## config.mk

```make
export PLATFORM = sky130hd
export DESIGN_NAME = iq_serial_framer
export DESIGN_NICKNAME = d
export VERILOG_FILES = /design/src/rtl/iq_framer_pkg.sv /design/src/rtl/iq_pair_buffer.sv /design/src/rtl/iq_bit_timer.sv /design/src/rtl/iq_word_shifter.sv /design/src/rtl/iq_serial_framer.sv
export SDC_FILE = /design/constraint.sdc
export NUM_CORES = 1
export LEC_CHECK = 0
export BUFFER_PORTS_ARGS = -buffer_cell sky130_fd_sc_hd__buf_4
export CORE_MARGIN = 5
export CORE_UTILIZATION = 36
export DETAILED_ROUTE_END_ITERATION = 12
export PLACE_DENSITY = 0.59
export SETUP_SLACK_MARGIN = 0.05
export SLEW_MARGIN = 5
export SYNTH_ARGS = -nofsm -noshare
export SYNTH_HDL_FRONTEND = slang
export SYNTH_HIERARCHICAL = 1
export SYNTH_SLANG_ARGS = --single-unit
```

## constraint.sdc

```tcl
create_clock -name clk -period 3.2 [get_ports clk]
set_clock_uncertainty 0.15 [all_clocks]
set_input_delay 0.16 -clock clk [delete_from_list [all_inputs] [get_ports clk]]
set_output_delay 0.16 -clock clk [all_outputs]
set_load 0.02 [all_outputs]
```

## src/rtl/iq_framer_pkg.sv

```systemverilog
package iq_framer_pkg;
   typedef enum logic [1:0] {
      FS_SLEEP = 2'd0,
      FS_LEAD  = 2'd1,
      FS_WORD  = 2'd2
   } frm_state_t;
endpackage

```

## src/rtl/iq_pair_buffer.sv

```systemverilog
module iq_pair_buffer #(
   parameter int SAMPLE_W = 15
) (
   input  logic                clk,
   input  logic                rst_n,
   input  logic                in_valid,
   input  logic [SAMPLE_W-1:0] in_i,
   input  logic [SAMPLE_W-1:0] in_q,
   input  logic                take,
   output logic                full,
   output logic [SAMPLE_W-1:0] out_i,
   output logic [SAMPLE_W-1:0] out_q,
   output logic                overrun
);
   logic accept;

   // a slot frees up in the same cycle it is consumed
   assign accept = in_valid && (!full || take);

   always_ff @(posedge clk or negedge rst_n) begin
      if (!rst_n) begin
         full    <= 1'b0;
         out_i   <= '0;
         out_q   <= '0;
         overrun <= 1'b0;
      end else begin
         if (take)
            full <= in_valid;
         else if (in_valid)
            full <= 1'b1;
         if (accept) begin
            out_i <= in_i;
            out_q <= in_q;
         end
         if (in_valid && full && !take)
            overrun <= 1'b1;
      end
   end
endmodule

```

## src/rtl/iq_bit_timer.sv

```systemverilog
module iq_bit_timer #(
   parameter int FAST_DIV = 2,
   parameter int SLOW_DIV = 4
) (
   input  logic clk,
   input  logic rst_n,
   input  logic run,
   input  logic rate_fast,
   output logic bit_end,
   output logic sclk
);
   localparam int DIV_W = $clog2(SLOW_DIV + 1);

   logic [DIV_W-1:0] ph;
   logic [DIV_W-1:0] div;

   generate
      if (FAST_DIV == SLOW_DIV) begin : g_single
         logic unused_rate;
         assign unused_rate = rate_fast;
         assign div = DIV_W'(SLOW_DIV);
      end else begin : g_dual
         logic fast_q;
         // rate follows the input while idle and freezes once running
         always_ff @(posedge clk or negedge rst_n) begin
            if (!rst_n)
               fast_q <= 1'b0;
            else if (!run)
               fast_q <= rate_fast;
         end
         assign div = fast_q ? DIV_W'(FAST_DIV) : DIV_W'(SLOW_DIV);
      end
   endgenerate

   always_ff @(posedge clk or negedge rst_n) begin
      if (!rst_n)
         ph <= '0;
      else if (!run || ph == div - 1'b1)
         ph <= '0;
      else
         ph <= ph + 1'b1;
   end

   assign bit_end = run && (ph == div - 1'b1);
   assign sclk    = run && (ph < (div >> 1));
endmodule

```

## src/rtl/iq_word_shifter.sv

```systemverilog
module iq_word_shifter #(
   parameter int SAMPLE_W = 15
) (
   input  logic                clk,
   input  logic                rst_n,
   input  logic                load_pair,
   input  logic [SAMPLE_W-1:0] pair_i,
   input  logic [SAMPLE_W-1:0] pair_q,
   input  logic                load_q,
   input  logic                next_bit,
   input  logic                clear,
   output logic                msb
);
   localparam int WORD_W = SAMPLE_W + 1;

   logic [WORD_W-1:0]   sh;
   logic [SAMPLE_W-1:0] q_hold;

   always_ff @(posedge clk or negedge rst_n) begin
      if (!rst_n) begin
         sh     <= '0;
         q_hold <= '0;
      end else if (clear) begin
         sh     <= '0;
      end else if (load_pair) begin
         sh     <= {pair_i, 1'b1};
         q_hold <= pair_q;
      end else if (load_q) begin
         sh     <= {q_hold, 1'b0};
      end else if (next_bit) begin
         sh     <= {sh[WORD_W-2:0], 1'b0};
      end
   end

   assign msb = sh[WORD_W-1];
endmodule

```

## src/rtl/iq_serial_framer.sv

```systemverilog
module iq_serial_framer
   import iq_framer_pkg::*;
#(
   parameter int SAMPLE_W = 15,
   parameter int FAST_DIV = 2,
   parameter int SLOW_DIV = 4
) (
   input  logic                clk,
   input  logic                rst_n,
   input  logic                pair_valid,
   input  logic [SAMPLE_W-1:0] i_sample,
   input  logic [SAMPLE_W-1:0] q_sample,
   input  logic                rate_fast,
   input  logic                rx_active,
   input  logic                out_release,
   output logic                ser_clk,
   output logic                ser_frame,
   output logic                ser_data,
   output logic                ser_oe,
   output logic                overrun
);
   localparam int WORD_W = SAMPLE_W + 1;
   localparam int BIT_W  = $clog2(WORD_W);
   localparam logic [BIT_W-1:0] LAST_BIT = BIT_W'(WORD_W - 1);

   generate
      if (SAMPLE_W < 2) begin : g_bad_width
         $error("SAMPLE_W must be at least 2");
      end
      if (FAST_DIV < 2 || (FAST_DIV % 2) != 0) begin : g_bad_fast
         $error("FAST_DIV must be even and at least 2");
      end
      if (SLOW_DIV < FAST_DIV || (SLOW_DIV % 2) != 0) begin : g_bad_slow
         $error("SLOW_DIV must be even and not below FAST_DIV");
      end
   endgenerate

   frm_state_t       state;
   logic [BIT_W-1:0] bit_idx;
   logic             in_q;
   logic             running;
   logic             bit_end;
   logic             at_last;
   logic             pend_full;
   logic             pend_take;
   logic [SAMPLE_W-1:0] pend_i, pend_q;
   logic             load_q, next_bit, sh_clear, sh_msb;
   logic             pair_end;

   assign running  = (state != FS_SLEEP);
   assign at_last  = (bit_idx == LAST_BIT);
   assign pair_end = bit_end && (state == FS_WORD) && at_last && in_q;
   assign pend_take = (bit_end && state == FS_LEAD) || (pair_end && rx_active);
   assign load_q   = bit_end && (state == FS_WORD) && at_last && !in_q;
   assign next_bit = bit_end && (state == FS_WORD) && !at_last;
   assign sh_clear = pair_end && !rx_active;

   iq_pair_buffer #(.SAMPLE_W(SAMPLE_W)) u_buf (
      .clk     (clk),
      .rst_n   (rst_n),
      .in_valid(pair_valid),
      .in_i    (i_sample),
      .in_q    (q_sample),
      .take    (pend_take),
      .full    (pend_full),
      .out_i   (pend_i),
      .out_q   (pend_q),
      .overrun (overrun)
   );

   iq_bit_timer #(.FAST_DIV(FAST_DIV), .SLOW_DIV(SLOW_DIV)) u_timer (
      .clk      (clk),
      .rst_n    (rst_n),
      .run      (running),
      .rate_fast(rate_fast),
      .bit_end  (bit_end),
      .sclk     (ser_clk)
   );

   iq_word_shifter #(.SAMPLE_W(SAMPLE_W)) u_shift (
      .clk      (clk),
      .rst_n    (rst_n),
      .load_pair(pend_take),
      .pair_i   (pend_full ? pend_i : '0),
      .pair_q   (pend_full ? pend_q : '0),
      .load_q   (load_q),
      .next_bit (next_bit),
      .clear    (sh_clear),
      .msb      (sh_msb)
   );

   always_ff @(posedge clk or negedge rst_n) begin
      if (!rst_n) begin
         state   <= FS_SLEEP;
         bit_idx <= '0;
         in_q    <= 1'b0;
      end else begin
         unique case (state)
            FS_SLEEP: if (rx_active) state <= FS_LEAD;
            FS_LEAD: if (bit_end) begin
               state   <= FS_WORD;
               bit_idx <= '0;
               in_q    <= 1'b0;
            end
            FS_WORD: if (bit_end) begin
               if (!at_last) begin
                  bit_idx <= bit_idx + 1'b1;
               end else if (!in_q) begin
                  in_q    <= 1'b1;
                  bit_idx <= '0;
               end else if (rx_active) begin
                  in_q    <= 1'b0;
                  bit_idx <= '0;
               end else begin
                  state   <= FS_SLEEP;
                  in_q    <= 1'b0;
                  bit_idx <= '0;
               end
            end
            default: state <= FS_SLEEP;
         endcase
      end
   end

   assign ser_frame = (state == FS_LEAD) || (state == FS_WORD && at_last);
   assign ser_data  = (state == FS_WORD) && sh_msb;
   assign ser_oe    = !out_release;
endmodule

```

==> run summary, run 1 <==
Outcome - completed
#FFs+latches synth - 74
Detailed Route Iter0 Violations - 103
Vias - 2,485
Worst hold path type - primary input to asynchronous set/reset pin
Net Sw Power - 1.360 mW
Worst-Skew Late Latency - 350 ps
Setup TNS - 0 ps
RD Place Congestion - 0.7729
Post-synth EDFFs - 0
Final cell count without fillers - 513
Unrepaired setup endpoints after global routing - no
Sw frac - 31.08%
Cell taking the most area after synthesis - dfrtp_1
FFs w/ async S/R, synth - 100.0%
Longest Clk Path Bufs - 2
YS warnings - 6
Worst Path Class, Setup - flip-flop to flip-flop
Input/output buffers - 40
CTS sink cnt - 74
Num CTS Buffers - 9
Most frequent cells in the layout - dfrtp_1 (74), buf_4 (48), dlygate4sd3_1 (34)
Clock power frac - 19.9%
TritonCTS clock tree - yes
Max cap viols - 0
Die height - 112.7 um
CP Max Fanout - 30
Share of cells above drive strength 1 - 32.89%
Die width - 112.7 um
Antenna cell count - 0
Die area - 12,710 um2
Row count - 37
Internal power - 3.017 mW
Root Buffer - clkbuf_8
HPWL after DPL - 4850 um
Combinational power share - 42.2%
Syn Nets - 337
Synth top area cells - dfrtp_1 (49%), mux2_4 (12%), and2_1 (4.9%)
Cell Pwr Density - 915.1 nW/um2
Num ports - 41
Worst slew pin tran - 944.5 ps
Placed Cells - 464
Avg WL per Cell - 14.30 um
Global route overflow - 0
Max Transition Viols Final - 0
CTS clk-pin slew, worst paths - 80 ps
Final setup viols - 0
Slew margin rel. - 37.04%
Seq pwr share - 37.9%
Syn avg cell area - 12.75 um2
H-tree Lvls - 3
Initial core utilization - 36.80%
Pin count of the biggest net entering global routing - 75
CP arrival - 2880 ps
Design Area, Final - 4783 um2
Core ar. - 10,320 um2
Antenna Nets Post-Route - 0
GR Util All Layers - 12.31%
CP Launch Type - flip-flop
Synthesized area - 3799 um2
Final cycle utilization of the critical path - 87.74%
Hold Vio Cnt, Final - 0
Initial antenna violation count - 0
Area delta synth->final - 25.92%
Max Freq - 0.3562 GHz
WL final - 7334 um
Netlist cell types - 49
Via density - 4.844
Post-synth top flop - dfrtp_1
Total Nets Final - 412
DRC Markers - 0
CP required - 3280 ps
Reg2reg setup slack - 390 ps
Seq/Total Area, Yosys - 48.75%
Placed Area - 4203 um2
Worst setup EP type - flip-flop
Drt pass-1 iters - 4
Crit path time final - 2808 ps
Vias in the first global route - 2,556
Most common cell after layout, fill and taps aside - dfrtp_1
First-pass GRT wire length - 12,630 um
Syn Inst Count - 298
Leak pwr - 2.252 nW
VDD IR max - 0.0004290 V
Synth top area share - 48.75%
[state kept, by name (all words and copies together) (netlist names)]
signal,flops
bit_idx,4
in_q,1
state,2
u_buf/full,1
u_buf/out_i,15
u_buf/out_q,15
u_buf/overrun,1
u_shift/q_hold,15
u_shift/sh,16
u_timer/g_dual.fast_q,1
u_timer/ph,3
[final timing paths]
path / startpoint / endpoint / cells past startpoint
max: state[0] / u_buf/out_i[2] / 10
min: rst_n / u_buf/out_q[11] / 2
max reg2reg: state[0] / u_buf/out_i[2] / 10
min reg2reg: u_shift/sh[0] / u_shift/sh[0] / 1
max in group asynchronous: rst_n / u_shift/q_hold[2] / 2
min in group clk: u_shift/sh[0] / u_shift/sh[0] / 1
[cells by family after synthesis]
logic type	synth area share (%)
buf+inv	4.809
simple gates	17.19
mux	16.86
compound gates	11.40
fa+ha+maj	0.9882
flops	48.75
[repair_timing]
item                                   4_1_cts  5_1_grt
setup buffers                                0        0
resized for setup                            0        0
hold buffers                                34        0
endpoints found under the hold margin      109        0
[worst max-delay path, stage by stage, from the launching register on]
cell and delay (ps):
dfrtp_1 600, nor2_2 100, inv_1 160, nand2b_1 110, nor2_1 100, buf_4 170, nand2_1 90, o31ai_4 230
nand2b_4 200, nand2_4 320, mux2_4 420
[per-stage QoR]
step / hold WS [ps] / worst slack [ps] / power (mW) / utilization [%]
detailed placement: 215.8 / 412.6 / 3.508 / 40.71
CTS: 326.4 / 376.2 / 4.430 / 46.33
global placement: 213.0 / 492.6 / 3.456 / 40.71
floorplan: -285.6 / 415.9 / 3.142 / -
finish: 326.0 / 392.2 / 4.377 / 46.33
global route: 334.3 / 131.8 / 4.689 / 46.33
[synth_stat cells, types with 4 or more instances]
| library cell | count |
|---|---|
| a211o_1 | 15 |
| a21oi_1 | 4 |
| a32o_1 | 15 |
| and2_1 | 30 |
| buf_4 | 6 |
| clkbuf_1 | 6 |
| dfrtp_1 | 74 |
| inv_1 | 5 |
| mux2_2 | 16 |
| mux2_4 | 30 |
| nand2_1 | 8 |
| nand2b_1 | 18 |
| nand3b_1 | 4 |
| nor2b_1 | 18 |
[power groups by stage]
stage,registers (mW),clock network (mW),logic (mW)
final,1.66,0.873,1.85
after global routing,1.71,0.941,2.03
after CTS,1.66,0.899,1.87
after detailed placement,1.68,0,1.83
after global placement,1.66,0,1.79
after floorplan,1.55,0,1.60
[metal layers]
| metal | global-route usage (%) | wire [um] | vias up |
|---|---|---|---|
| met5 | 0 | 0 | - |
| met1 | 16.84 | 3537 | 1209 |
| met3 | 2.834 | 274 | 9 |
| met4 | 4.968 | 106 | 0 |
| met2 | 18.92 | 3414 | 50 |
| li1 | - | - | 1217 |
[cell type report]
class                      instances  area [um2]
clock buffer                      10       137.6
clock inverter                     5       102.6
fill                             928        5540
inverter                           6       22.52
multi-input combinational        199        1778
sequential                        74        1852
tap                              136       170.2
timing repair buffer              83       720.7
Power figures use the tool's default switching activity.
==> inputs of run 2 (changes only) <==
--- a/config.mk
+++ b/config.mk
@@ -5,13 +5,13 @@
 export SDC_FILE = /design/constraint.sdc
 export NUM_CORES = 1
 export LEC_CHECK = 0
-export BUFFER_PORTS_ARGS = -buffer_cell sky130_fd_sc_hd__buf_4
 export CORE_MARGIN = 5
 export CORE_UTILIZATION = 36
 export DETAILED_ROUTE_END_ITERATION = 12
-export PLACE_DENSITY = 0.59
+export DONT_BUFFER_PORTS = 1
+export PLACE_DENSITY = 0.56
 export SETUP_SLACK_MARGIN = 0.05
-export SLEW_MARGIN = 5
+export SLEW_MARGIN = 20
 export SYNTH_ARGS = -nofsm -noshare
 export SYNTH_HDL_FRONTEND = slang
 export SYNTH_HIERARCHICAL = 1
==> run 2 against run 1 <==
  * Die area unchanged
  * Global-route usage fell by 0.38 points
  * Via count fell by 4.3%
==> run summary, run 2 (synthesis gave the netlist of run 1 again) <==
WL final - 7276 um
RD Place Congestion - 0.7929
Unrepaired setup endpoints after global routing - no
DRC Markers - 0
CP Launch Type - flip-flop
Most frequent cells in the layout - dfrtp_1 (74), dlygate4sd3_1 (34), and2_1 (30), mux2_4 (30)
Final cycle utilization of the critical path - 88.63%
Most common cell after layout, fill and taps aside - dfrtp_1
Outcome - completed
Hold Vio Cnt, Final - 0
TritonCTS clock tree - yes
Area occupied by registers - 1852 um2
HP Start - rx_active
Multi-input logic area - 1778 um2
Via density - 4.973
Worst Path Class, Setup - flip-flop to flip-flop
Initial antenna violation count - 0
WHS Endpoint - u_shift/q_hold[14]
Finished Core Util - 43.50%
Reg2Reg Depth - 10
Worst setup EP type - flip-flop
FF-to-FF Start - u_timer/ph[1]
Pin count of the biggest net entering global routing - 75
Detailed Route Iter0 Violations - 71
Die area - 12,710 um2
Setup TNS - 0 ps
Cell Pwr Density - 935.1 nW/um2
Area delta synth->final - 18.21%
First-pass GRT wire length - 12,190 um
Most flops, register - u_shift/sh
Vias in the first global route - 2,488
Input/output buffers - 0
CP arrival - 2960 ps
Die width - 112.7 um
WHS Path Cells - 4
Slew margin rel. - 55.59%
Power after layout - 4.199 mW
Worst hold path type - primary input to flip-flop
HPWL after DPL - 4858 um
Max Transition Viols Final - 0
Avg WL per Cell - 15.22 um
GR Util All Layers - 11.94%
Max cap viols - 0
Fillers - 951
Num ports - 41
Root Buffer - clkbuf_8
Global route overflow - 0
Worst-Skew Late Latency - 340 ps
Post-cts resize count - 0
Longest Clk Path Bufs - 2
Worst slew pin tran - 659.2 ps
Max reg flops - 16
CTS sink cnt - 74
H-tree Lvls - 3
Vias - 2,377
Row count - 37
VDD IR max - 0.0006684 V
Share of cells above drive strength 1 - 25.15%
CP required - 3320 ps
Antenna cell count - 0
Leak pwr - 2.069 nW
CP Max Fanout - 33
RR Endpoint - u_shift/sh[10]
Die height - 112.7 um
Crit path time final - 2836 ps
Max Freq - 0.3526 GHz
CTS clk-pin slew, worst paths - 70 ps
Total Nets Final - 376
Drt pass-1 iters - 4
Final setup viols - 0
Initial core utilization - 36.80%
Num CTS Buffers - 9
Antenna Nets Post-Route - 0
Reg2reg setup slack - 360 ps
Core ar. - 10,320 um2
run 2: cell types whose count changed in the layout (fill, tap and decap cells not counted):
| cell | before | now |
|---|---|---|
| clkinvlp_4 | 1 | 0 |
| clkbuf_8 | 10 | 11 |
| buf_16 | 0 | 1 |
| buf_4 | 48 | 11 |
| clkbuf_1 | 0 | 3 |
| bufinv_16 | 3 | 1 |
run 2: per-layer routing:
layer / vias up / global-route usage, % / part of all wire, %
met1: 1189 / 15.23 / 48
met4: 0 / 4.407 / 1.5
met5: - / 0 / 0
met3: 6 / 2.781 / 3.2
li1: 1144 / - / -
met2: 38 / 19.79 / 48
run 2: stage by stage:
| step | instances | hold slack (ps) | worst slack, ps | area, um2 |
|---|---|---|---|---|
| after floorplan | 298 | -285.6 | 415.9 | 3799 |
| after CTS | 476 | 183.8 | 88.75 | 4476 |
| final | 478 | 202.9 | 363.7 | 4491 |
| after detailed placement | 425 | -283.8 | 108.7 | 3910 |
| after global routing | 478 | 234.3 | 80.07 | 4491 |
| after global placement | 425 | -283.8 | 185.5 | 3910 |
run 2: timing repair:
action	CTS	global route
endpoints found under the hold margin	109	0
hold buffers	35	0
setup endpoints to repair	0	45
buffers inserted	0	2
run 2: critical path: stages, from the launching register on:
cell and delay [ps]:
dfrtp_1 390, ha_1 320, nand2_1 100, nor2_1 150, buf_4 190, nand3b_1 200
nor3_2 230, buf_12 220, nor3_1 80, nor2_2 480, a32o_1 260
run 2: worst max-delay path by stage:
stage / startpoint / cells after the start / end / slack, ps
after floorplan: u_timer/g_dual.fast_q / 10 / u_shift/q_hold[10] / 420
after global placement: u_timer/g_dual.fast_q / 9 / u_shift/sh[15] / 190
after detailed placement: u_timer/g_dual.fast_q / 9 / u_shift/sh[8] / 110
after CTS: u_timer/ph[1] / 9 / u_shift/sh[14] / 90
after global routing: u_timer/g_dual.fast_q / 10 / u_shift/sh[14] / 80
final: u_timer/ph[1] / 10 / u_shift/sh[10] / 360
run 2: where the power goes:
group	internal [mW]	leakage [nW]	total [mW]	switching (mW)
combinational	1.09	1.06	1.85	0.757
sequential	1.37	0.909	1.63	0.261
clock	0.403	0.101	0.725	0.322
total	2.86	2.07	4.20	1.34
run 2: cell type report:
type                    count  share of cell area [%]
clock buffers              14                   3.622
clock inverters             2                  0.7802
inverters                   6                  0.5015
multi-input cells         199                   39.59
flip-flops and latches     74                   41.24
well taps                 136                   3.789
repair buffers             47                   10.48
